### src/rtl/alu_pkg.sv
// Shared types for the ALU and its operation decoder.
// Assumes a 3-bit operation code whose bit 2 means "use complement of B".
package alu_pkg;
    localparam int unsigned CTL_W   = 3;
    localparam int unsigned OP_W    = 2;
    localparam int unsigned FUNCT_W = 6;

    // ALU operation codes; bit 2 selects inverted B, bits 1:0 the unit.
    typedef enum logic [CTL_W-1:0] {
        CTL_AND  = 3'b000,
        CTL_OR   = 3'b001,
        CTL_ADD  = 3'b010,
        CTL_NONE = 3'b011,
        CTL_ANDN = 3'b100,
        CTL_ORN  = 3'b101,
        CTL_SUB  = 3'b110,
        CTL_SLT  = 3'b111
    } alu_ctl_e;

    // Function field values recognised under the register-register class.
    localparam logic [FUNCT_W-1:0] FN_ADD = 6'b100000;
    localparam logic [FUNCT_W-1:0] FN_SUB = 6'b100010;
    localparam logic [FUNCT_W-1:0] FN_AND = 6'b100100;
    localparam logic [FUNCT_W-1:0] FN_OR  = 6'b100101;
    localparam logic [FUNCT_W-1:0] FN_SLT = 6'b101010;

    // Map a function field onto an operation code; unknown gives CTL_NONE.
    function automatic alu_ctl_e funct_to_ctl(input logic [FUNCT_W-1:0] fn);
        alu_ctl_e c;
        case (fn)
            FN_ADD:  c = CTL_ADD;
            FN_SUB:  c = CTL_SUB;
            FN_AND:  c = CTL_AND;
            FN_OR:   c = CTL_OR;
            FN_SLT:  c = CTL_SLT;
            default: c = CTL_NONE;
        endcase
        return c;
    endfunction
endpackage

### src/rtl/alu_ctl_decode.sv
// Second-level operation decoder.
// Turns the 2-bit operation class and the function field into an ALU code.
// Assumes class bit 0 has priority: any class with bit 0 set means subtract.
module alu_ctl_decode
    import alu_pkg::*;
(
    input  logic [OP_W-1:0]    alu_op_i,
    input  logic [FUNCT_W-1:0] funct_i,
    output logic [CTL_W-1:0]   ctl_o
);
    alu_ctl_e ctl;

    // Pick forced add, forced subtract, or the function-field operation.
    always_comb begin
        if (alu_op_i[0]) begin
            ctl = CTL_SUB;
        end else if (alu_op_i[1]) begin
            ctl = funct_to_ctl(funct_i);
        end else begin
            ctl = CTL_ADD;
        end
    end

    assign ctl_o = ctl;

    // Guard the decoder contract at its ports.
    always_comb begin
        if (alu_op_i == 2'b00) begin
            p_class_add_r1: assert (ctl_o == 3'b010)
                else $error("class 00 gave code %b", ctl_o);
        end
        if (alu_op_i[0]) begin
            p_class_sub_r2: assert (ctl_o == 3'b110)
                else $error("class x1 gave code %b", ctl_o);
        end
        if (alu_op_i == 2'b10 && funct_i == 6'b101010) begin
            p_funct_slt_r3: assert (ctl_o == 3'b111)
                else $error("slt funct gave code %b", ctl_o);
        end
        if (alu_op_i == 2'b10 && funct_i[5] == 1'b0) begin
            p_funct_unknown_r4: assert (ctl_o == 3'b011)
                else $error("unknown funct gave code %b", ctl_o);
        end
    end
endmodule

### src/rtl/alu_bcond.sv
// Operand B conditioning: passes B or its bitwise complement.
// Assumes the invert request comes from bit 2 of the operation code.
module alu_bcond #(
    parameter int unsigned WIDTH = 32
) (
    input  logic [WIDTH-1:0] b_i,
    input  logic             invert_i,
    output logic [WIDTH-1:0] b_o
);
    // Per-bit conditional inversion.
    for (genvar i = 0; i < WIDTH; i++) begin : g_bit
        assign b_o[i] = b_i[i] ^ invert_i;
    end
endmodule

### src/rtl/alu_addsub.sv
// Shared adder for add, subtract and signed less-than.
// Assumes B is already conditioned; carry-in equals the invert request.
module alu_addsub #(
    parameter int unsigned WIDTH = 32
) (
    input  logic [WIDTH-1:0] a_i,
    input  logic [WIDTH-1:0] bc_i,
    input  logic             cin_i,
    output logic [WIDTH-1:0] sum_o,
    output logic             less_o
);
    localparam int unsigned MSB = WIDTH - 1;

    logic ovf;

    // Sum with carry-in; a subtract is A + ~B + 1.
    assign sum_o = a_i + bc_i + {{(WIDTH-1){1'b0}}, cin_i};

    // Signed overflow: like-signed inputs whose sum changes sign.
    assign ovf = (a_i[MSB] ~^ bc_i[MSB]) & (sum_o[MSB] ^ a_i[MSB]);

    // Less-than is the sign of the difference, corrected for overflow.
    assign less_o = sum_o[MSB] ^ ovf;
endmodule

### src/rtl/alu_logic.sv
// Bitwise logic unit: AND or OR of A with the conditioned B.
// Assumes B is already conditioned by the inversion stage.
module alu_logic #(
    parameter int unsigned WIDTH = 32
) (
    input  logic [WIDTH-1:0] a_i,
    input  logic [WIDTH-1:0] bc_i,
    input  logic             sel_or_i,
    output logic [WIDTH-1:0] y_o
);
    // Select OR or AND of the operands.
    assign y_o = sel_or_i ? (a_i | bc_i) : (a_i & bc_i);
endmodule

### src/rtl/alu_unit.sv
// Integer ALU with its operation decoder.
// The decoder code is brought out on ctl_o; the ALU executes ctl_i.
// Assumes all inputs are defined; purely combinational, no state.
module alu_unit
    import alu_pkg::*;
#(
    parameter int unsigned WIDTH = 32
) (
    input  logic [1:0]       alu_op_i,
    input  logic [5:0]       funct_i,
    output logic [2:0]       ctl_o,
    input  logic [2:0]       ctl_i,
    input  logic [WIDTH-1:0] a_i,
    input  logic [WIDTH-1:0] b_i,
    output logic [WIDTH-1:0] result_o,
    output logic             zero_o
);
    localparam logic [WIDTH-1:0] ZERO_W = '0;

    alu_ctl_e         code;
    logic [WIDTH-1:0] b_cond;
    logic [WIDTH-1:0] sum;
    logic             less;
    logic [WIDTH-1:0] logic_y;

    assign code = alu_ctl_e'(ctl_i);

    alu_ctl_decode u_dec (
        .alu_op_i (alu_op_i),
        .funct_i  (funct_i),
        .ctl_o    (ctl_o)
    );

    alu_bcond #(.WIDTH(WIDTH)) u_bcond (
        .b_i      (b_i),
        .invert_i (ctl_i[2]),
        .b_o      (b_cond)
    );

    alu_addsub #(.WIDTH(WIDTH)) u_add (
        .a_i    (a_i),
        .bc_i   (b_cond),
        .cin_i  (ctl_i[2]),
        .sum_o  (sum),
        .less_o (less)
    );

    alu_logic #(.WIDTH(WIDTH)) u_logic (
        .a_i      (a_i),
        .bc_i     (b_cond),
        .sel_or_i (ctl_i[0]),
        .y_o      (logic_y)
    );

    // Route the unit chosen by code bits 1:0 onto the result.
    always_comb begin
        case (ctl_i[1:0])
            2'b00, 2'b01: result_o = logic_y;
            2'b10:        result_o = sum;
            default:      result_o = ctl_i[2] ? {{(WIDTH-1){1'b0}}, less} : ZERO_W;
        endcase
    end

    // Zero flag from a reduction over the result.
    assign zero_o = ~|result_o;

    // Guard the ALU contract at its ports.
    always_comb begin
        if (code == CTL_AND) begin
            p_and_r5: assert (result_o == (a_i & b_i))
                else $error("and mismatch");
        end
        if (code == CTL_ADD) begin
            p_add_r6: assert (result_o == WIDTH'(a_i + b_i))
                else $error("add mismatch");
        end
        if (code == CTL_SUB) begin
            p_sub_r7: assert (result_o == WIDTH'(a_i - b_i))
                else $error("sub mismatch");
        end
        if (code == CTL_ORN) begin
            p_orn_r8: assert (result_o == (a_i | ~b_i))
                else $error("or-not mismatch");
        end
        if (code == CTL_SLT) begin
            p_slt_r9: assert (result_o == {{(WIDTH-1){1'b0}}, ($signed(a_i) < $signed(b_i))})
                else $error("slt mismatch");
        end
        if (code == CTL_NONE) begin
            p_unused_r10: assert (result_o == ZERO_W)
                else $error("unused code gave nonzero");
        end
        p_zero_r11: assert (zero_o == (result_o == ZERO_W))
            else $error("zero flag mismatch");
    end
endmodule

### config.mk
export PLATFORM = sky130hd
export DESIGN_NAME = alu_unit
export DESIGN_NICKNAME = d
export VERILOG_FILES = /design/src/rtl/alu_pkg.sv /design/src/rtl/alu_ctl_decode.sv /design/src/rtl/alu_bcond.sv /design/src/rtl/alu_addsub.sv /design/src/rtl/alu_logic.sv /design/src/rtl/alu_unit.sv
export SDC_FILE = /design/constraint.sdc
export NUM_CORES = 1
export LEC_CHECK = 0
export BUFFER_PORTS_ARGS = -buffer_cell sky130_fd_sc_hd__buf_2
export CORE_MARGIN = 8
export CORE_UTILIZATION = 59
export DETAILED_ROUTE_END_ITERATION = 8
export MAX_ROUTING_LAYER = met4
export PLACE_DENSITY = 0.94
export SYNTH_ARGS = -nofsm -noshare
export SYNTH_HDL_FRONTEND = slang
export SYNTH_SLANG_ARGS = --single-unit
### constraint.sdc
create_clock -name vclk -period 18.7
set_input_delay 3.74 -clock vclk [all_inputs]
set_output_delay 3.74 -clock vclk [all_outputs]
set_load 0.05 [all_outputs]
==> results.txt, run 1 <==
outcome: finished, final reports clean
startpoint type of the worst setup path: input port
Post-route DRC: 0
Max-Cap Viols: 0
fin area: 0.004156 mm2
CP Data Arrival Time: 9.19 ns
Die Area: 0.008849 mm2
peak supply drop: 36.92 uV
initial antenna violation count: 0
Seq pwr share: 0
final-report hold violation count: 0
area delta synth->final: 15.59%
Die X: 94.07 um
setup TNS: 0 ns
PD cells: 50.32 mW/mm2
Initial DRC Count: 219
Pleak: 2.202 nW
met3 GRT Util: 0.01599
HP Class: input port to output port
Chip Height: 94.07 um
CTS hold repair buffers: 0
# clk buffers: 0
fmax: 0.07733 GHz
Slowest cell on crit path: or4_1
Data required, critical path: 14.96 ns
Total GRT Usage: 0.2565
GR Layer Usage met1: 0.3084
core footprint: 0.005921 mm2
dpl cell area: 0.004156 mm2
Slew Viols, Final: 0
Cell Int Power: 0.00007120 W
Synth Net Count: 677
initial core utilization: 0.6074
Post-DP HPWL: 9573 um
PortBufs: 111
synthesized instance count: 536
Least-Margin Pin Slew: 0.8147 ns
Post-Syn Area: 0.003596 mm2
Area contributors post-synth: ha_1, xor2_1, inv_1
CP endpoint kind: output port
DRT Wirelength: 11630 um
global-route wire length before repair: 18750 um
wire length per cell: 16.61 um
Inst Count DP: 700
grt peak-use layer: met2
# rows: 28
Final Worst Setup Slack: 5.768 ns
GRT overflow: 0
Core Util, Final: 0.7020
fin nets: 768
yosys warns: 0
crit share post-route: 0.6916
vias: 4229
register area share after synthesis: 0
Post-CTS Resized: 0
RePlAce Congestion: 1.012
slowest stage delay, CP: 0.54 ns
crit path buf inv count: 4
largest net degree at the start of global routing: 71
DP Worst Slack: 5.836 ns
Max transition margin: 0.4548
Tmin final: 12.93 ns
antenna viol nets, final: 0
Post-CTS Setup Bufs: 0
FF+latch count: 0
synth unique cells: 60
RSZ-0062 raised after global routing: false
setup violators final: 0
antenna cells: 0
type of the worst setup path: input port to output port
Mapped Avg Cell Area: 6.709 um2
IO Count: 111
vias per cell: 6.041
Non-Filler Instances: 700
sw frac: 0.6596
area leader, netlist: ha_1
met2 global-route usage: 0.4481
commonest cells in the synthesized netlist: inv_1, ha_1, nand2_1
layout cells sized above 1: 0.2208
vias in the first global route: 4146
Pre-Repair DR Iteration Count: 5
clock share of power: 0
Reg area: 0 um2
crit-path max FO: 35
Synth top area share: 0.2227
CP delay by family, top: simple AND/OR/NAND/NOR gates
Fill cells: 540
combinational power share: 1.000
Critical Path Most Common Cell: o21ai_0
count leader, synth: inv_1
P_sw: 0.0001380 W
[final timing paths]
kind | depth (start not counted) | to | slack (ns) | start
max | 26 | zero_o | 5.77 | ctl_i[2]
min | 3 | ctl_o[1] | 7.87 | funct_i[2]
[stage by stage]
stage,power [W],hold WS [ns]
3_3_place_gp,0.0002017,7.864
6_report,0.0002092,7.873
5_1_grt,0.0002269,7.918
2_1_floorplan,0.0001574,7.776
3_5_place_dp,0.0002057,7.880
4_1_cts,0.0002067,7.880
[layout by cell type (no fill, tap or decap), types with 3 or more instances in the layout]
cell type / Yosys / layout
or3_1: 4 / 4
ha_1: 64 / 64
nor2_1: 26 / 26
and3_1: 5 / 5
nand4_1: 10 / 10
xor2_1: 43 / 43
o21ai_2: 3 / 3
a21oi_2: 8 / 8
o31ai_1: 3 / 3
a211oi_1: 3 / 3
o22ai_1: 19 / 19
o21a_1: 8 / 8
o21bai_1: 6 / 6
inv_1: 72 / 72
o21ai_1: 4 / 4
nand2b_1: 7 / 7
a21oi_1: 28 / 28
nor4_1: 3 / 3
nand3_1: 4 / 4
nor2b_1: 5 / 5
and2_1: 3 / 3
mux2i_1: 3 / 3
o211ai_1: 6 / 6
nand2_1: 57 / 57
a21o_1: 10 / 10
buf_2: 2 / 111
buf_4: 0 / 3
nor3b_1: 3 / 3
nor3_1: 8 / 8
o21ai_0: 49 / 49
xnor2_1: 13 / 13
[kinds of logic after synthesis]
kind of cell	Yosys count	synth area share
AOI/OAI and AO/OA	170	0.3163
and+or+nand+nor	143	0.1952
buffers and inverters	97	0.1061
adders and majority gates	66	0.2338
xor gates and xnor gates	56	0.1364
muxes	4	0.01218
[metal layers]
layer	vias up	routed length [um]
li1	2040	-
met1	1985	5039
met2	177	5630
met3	27	684
met4	0	271
met5	-	0
[area by class of cell]
cell class | instances | area, um2 | share of cell area
multi-input cells | 439 | 3214 | 0.7733
inverters | 72 | 270.3 | 0.06502
repair buffers | 114 | 578.1 | 0.1391
well taps | 75 | 93.84 | 0.02258
[power groups by stage]
stage                     registers, W  clock network [W]  logic [W]
after floorplan                      0                  0   0.000157
after global placement               0                  0   0.000202
after detailed placement             0                  0   0.000206
after CTS                            0                  0   0.000207
after global routing                 0                  0   0.000227
final                                0                  0   0.000209
(Power assumes the default switching activity.)
==> run 2, diff against run 1 <==
CORE_UTILIZATION = 50   (was 59)
PLACE_DENSITY = 0.85   (was 0.94)
clock period = 11.15 ns   (was 18.7 ns; I/O delays follow)
==> run 2 against run 1 <==
Global-route usage down 2.8 points. Setup slack worse by 4.7 ns. Routed wire length down 0.58%. Sequential share of layout area unchanged. Critical path depth unchanged. Critical path type unchanged. Non-clock buffer count up 1. Highest routed layer unchanged.
==> results.txt, run 2 (same netlist as run 1, synthesis figures left out) <==
Post-CTS Resized: 0 (unchanged)
Total GRT Usage: 0.2285 (-0.02798)
RePlAce Congestion: 0.9494 (-6.2%)
vias per cell: 5.759 (-4.7%)
largest net degree at the start of global routing: 70 (-1.4%)
Initial DRC Count: 144 (-34%)
wire length per cell: 15.94 um (-4.0%)
core footprint: 0.007098 mm2 (+20%)
setup violators final: 0 (unchanged)
Least-Margin Pin Slew: 0.6955 ns (-0.1193 ns)
Final Worst Setup Slack: 1.106 ns (-4.662 ns)
outcome: finished, final reports clean
Post-route DRC: 0 (unchanged)
GRT overflow: 0 (unchanged)
global-route wire length before repair: 19170 um (+2.2%)
peak supply drop: 49.59 uV (+34%)
# rows: 31 (+11%)
most frequent cells in the layout: buf_2, inv_1, ha_1
antenna cells: 0 (unchanged)
# clk buffers: 0 (unchanged)
FF+latch count: 0 (unchanged)
Max transition margin: 0.5364 (+0.08152)
initial core utilization: 0.5066 (-0.1007)
fin nets: 769 (+0.13%)
antenna viol nets, final: 0 (unchanged)
crit share post-route: 0.9008
multi-input logic area: 0.003214 mm2 (unchanged)
setup TNS: 0 ns (unchanged)
startpoint type of the worst setup path: input port
initial antenna violation count: 0 (unchanged)
dpl cell area: 0.004194 mm2 (+0.90%)
Post-CTS Setup Bufs: 0 (unchanged)
Max-Cap Viols: 0 (unchanged)
most common cell after layout, fill and taps aside: buf_2
PD cells: 83.37 mW/mm2 (+66%)
DP Worst Slack: 1.176 ns (-4.660 ns)
RSZ-0062 raised after global routing: false
area delta synth->final: 16.63%
CTS hold repair buffers: 0 (unchanged)
CP Data Arrival Time: 7.81 ns (-1.38 ns)
Chip Height: 100.8 um (+7.2%)
Data required, critical path: 8.92 ns (-6.04 ns)
fmax: 0.09956 GHz
PortBufs: 111 (unchanged)
Slew Viols, Final: 0 (unchanged)
Tmin final: 10.04 ns
Pleak: 2.207 nW (+0.23%)
Fill cells: 722 (+34%)
Die X: 100.8 um (+7.2%)
Pre-Repair DR Iteration Count: 4 (-1)
type of the worst setup path: input port to output port
final-report hold violation count: 0 (unchanged)
DRT Wirelength: 11560 um (-0.58%)
layout cells sized above 1: 0.2220 (+0.001245)
fin area: 0.004194 mm2 (+0.90%)
CP endpoint kind: output port
Post-DP HPWL: 9713 um (+1.5%)
Reg area: 0 um2 (unchanged)
vias in the first global route: 4211 (+1.6%)
Die Area: 0.01016 mm2 (+15%)
crit-path max FO: 25 (-29%)
HP Class: input port to output port
vias: 4175 (-1.3%)
Inst Count DP: 725 (+3.6%)
IO Count: 111 (unchanged)
Non-Filler Instances: 725 (+3.6%)
## run 2: cell types whose count changed in the layout (fill, tap and decap cells not counted)
cell / previous run / this run
buf_4: 3 / 4
## run 2: final cells by class
cell class,count,share of cell area
multi-input combinational,439,0.7664
timing repair buffer,115,0.1396
inverter,72,0.06444
tap,99,0.02953
## run 2: power breakdown
part	total (W)	switching (W)	internal [W]	leakage, nW
clock	0	0	0	0
sequential	0	0	0	0
combinational	0.000350	0.000230	0.000119	2.21
## run 2: layer usage
| metal | part of all wire | global-route usage | wire, um | vias to the layer above |
|---|---|---|---|---|
| li1 | - | - | - | 2038 |
| met1 | 0.43 | 0.2689 | 4938 | 1965 |
| met2 | 0.49 | 0.4167 | 5646 | 161 |
| met3 | 0.075 | 0.02486 | 867 | 11 |
| met4 | 0.0091 | 0.02442 | 105 | 0 |
| met5 | 0 | - | 0 | - |
## run 2: through the flow
step	hold slack (ns)	power, W	util
global route	4.870	0.0003808	0.5909
detailed placement	4.853	0.0003460	0.5909
finish	4.872	0.0003497	0.5909
global placement	4.831	0.0003408	0.5909
floorplan	4.756	0.0002641	-
CTS	4.853	0.0003476	0.5909
## run 2: worst max-delay path: stages
cell	delay, ns
buf_2	0.54
buf_4	0.34
xor2_1	0.23
inv_1	0.07
ha_1	0.40
nand2_1	0.10
nor2_1	0.27
o21a_1	0.20
nor2_1	0.05
nand4_1	0.14
nand2_1	0.06
o21ai_0	0.30
a21o_1	0.17
a21oi_1	0.07
fa_1	0.35
nand2b_1	0.14
and3_1	0.19
o21ai_0	0.15
o21ai_0	0.14
nor2_1	0.14
nand4b_1	0.11
nor4_1	0.26
nand4_1	0.14
or4_1	0.54
nor3_2	0.16
buf_2	0.30
## run 2: path summary, 6_finish.rpt
kind / slack, ns / start / depth (start not counted) / to
hold / removal: 4.87 / funct_i[2] / 3 / ctl_o[1]
setup / recovery: 1.11 / ctl_i[2] / 26 / zero_o
==> run 3, diff against run 2 <==
CAP_MARGIN = 10   (was default)
MAX_ROUTING_LAYER = default   (was met4)
==> run 3 against run 2 <==
Via count shrank 2.0%. Non-clock buffer count is the same. Die area is the same. Combinational power is essentially flat. First-iteration DRC count grew 35%. Fmax grew 1.5%. Sequential share of layout area is the same. Power shrank 0.25%. Critical endpoint unchanged. Largest cell class unchanged. Highest routed layer unchanged.
==> results.txt, run 3 (same netlist as run 1, synthesis figures left out) <==
HP Class: input port to output port
Post-route DRC: 0 (unchanged)
Post-CTS Setup Bufs: 0 (unchanged)
wire length per cell: 15.74 um (-1.2%)
PD cells: 83.16 mW/mm2 (-0.25%)
Max-Cap Viols: 0 (unchanged)
slowest stage delay, CP: 0.64 ns (+0.10 ns)
initial antenna violation count: 0 (unchanged)
DRT Wirelength: 11410 um (-1.2%)
fin nets: 769 (unchanged)
global-route wire length before repair: 18570 um (-3.1%)
Slowest cell on crit path: buf_2
multi-input logic area: 0.003214 mm2 (unchanged)
Post-DP HPWL: 9525 um (-1.9%)
Die X: 100.8 um (unchanged)
FF+latch count: 0 (unchanged)
Core Util, Final: 0.5909 (unchanged)
# clk buffers: 0 (unchanged)
most frequent cells in the layout: buf_2, inv_1, ha_1
crit path buf inv count: 3 (-1)
most common cell after layout, fill and taps aside: buf_2
Reg area: 0 um2 (unchanged)
IO Count: 111 (unchanged)
RePlAce Congestion: 0.9772 (+2.9%)
crit-path max FO: 29 (+16%)
vias per cell: 5.644 (-2.0%)
type of the worst setup path: input port to output port
antenna viol nets, final: 0 (unchanged)
CP delay by family, top: simple AND/OR/NAND/NOR gates
Chip Height: 100.8 um (unchanged)
Fill cells: 712 (-1.4%)
initial core utilization: 0.5066 (unchanged)
vias in the first global route: 4189 (-0.52%)
Data required, critical path: 8.92 ns (about the same)
fmax: 0.1010 GHz (+1.5%)
CP endpoint kind: output port
Post-CTS Resized: 0 (unchanged)
startpoint type of the worst setup path: input port
vias: 4092 (-2.0%)
peak supply drop: 57.77 uV (+17%)
WL met2: 5543 um (-1.8%)
Max transition margin: 0.4411 (-0.09531)
CTS hold repair buffers: 0 (unchanged)
Total GRT Usage: 0.2173 (-0.01116)
area delta synth->final: 16.63% (unchanged)
CP Data Arrival Time: 7.67 ns (-0.14 ns)
final-report hold violation count: 0 (unchanged)
setup violators final: 0 (unchanged)
Die Area: 0.01016 mm2 (unchanged)
core footprint: 0.007098 mm2 (unchanged)
outcome: finished, final reports clean
Slew Viols, Final: 0 (unchanged)
metal3 WL: 899 um (+3.7%)
DRT met1 WL: 4799 um (-2.8%)
# rows: 31 (unchanged)
Tmin final: 9.900 ns (-0.1437 ns)
RSZ-0062 raised after global routing: false
largest net degree at the start of global routing: 70 (unchanged)
Critical Path Most Common Cell: o21ai_0
GRT overflow: 0 (unchanged)
layout cells sized above 1: 0.2220 (unchanged)
antenna cells: 0 (unchanged)
crit share post-route: 0.8879 (-0.01288)
Least-Margin Pin Slew: 0.8384 ns (+0.1430 ns)
setup TNS: 0 ns (unchanged)
max layer used: met4
Pre-Repair DR Iteration Count: 4 (unchanged)
Pleak: 2.207 nW (unchanged)
PortBufs: 111 (unchanged)
Initial DRC Count: 195 (+35%)
run 3: cell counts in the layout (fill, tap and decap cells not counted):
Identical to the previous run, type by type.
run 3: report_power, final:
part           total [W]  internal (W)  leakage (nW)  switching, W
Clock                  0             0             0             0
Sequential             0             0             0             0
Combinational   0.000349      0.000119          2.21      0.000230
run 3: cell type report:
cell class / instances / area share
Inverter: 72 / 0.06444
Tap cell: 99 / 0.02953
Multi-Input combinational cell: 439 / 0.7664
Timing Repair Buffer: 115 / 0.1396
run 3: stage by stage:
step | worst slack, ns | power [W] | instances | instance area [um2] | hold WS [ns]
floorplan | 1.084 | 0.0002641 | 536 | 3596 | 4.756
global placement | 1.396 | 0.0003396 | 725 | 4194 | 4.831
detailed placement | 1.241 | 0.0003454 | 725 | 4194 | 4.839
CTS | 1.239 | 0.0003471 | 725 | 4194 | 4.839
global route | 0.7331 | 0.0003791 | 725 | 4194 | 4.871
finish | 1.250 | 0.0003488 | 725 | 4194 | 4.839
run 3: routing by layer:
metal  vias up  global-route usage
met3        14             0.04627
met5         -                   0
met4         0             0.04070
met2       143              0.4045
met1      1898              0.2462
li1       2037                   -
run 3: final timing paths:
kind	startpoint	endpoint	slack, ns	cells past startpoint
worst max-delay path	ctl_i[2]	zero_o	1.25	25
worst min-delay path	funct_i[2]	ctl_o[1]	4.84	3
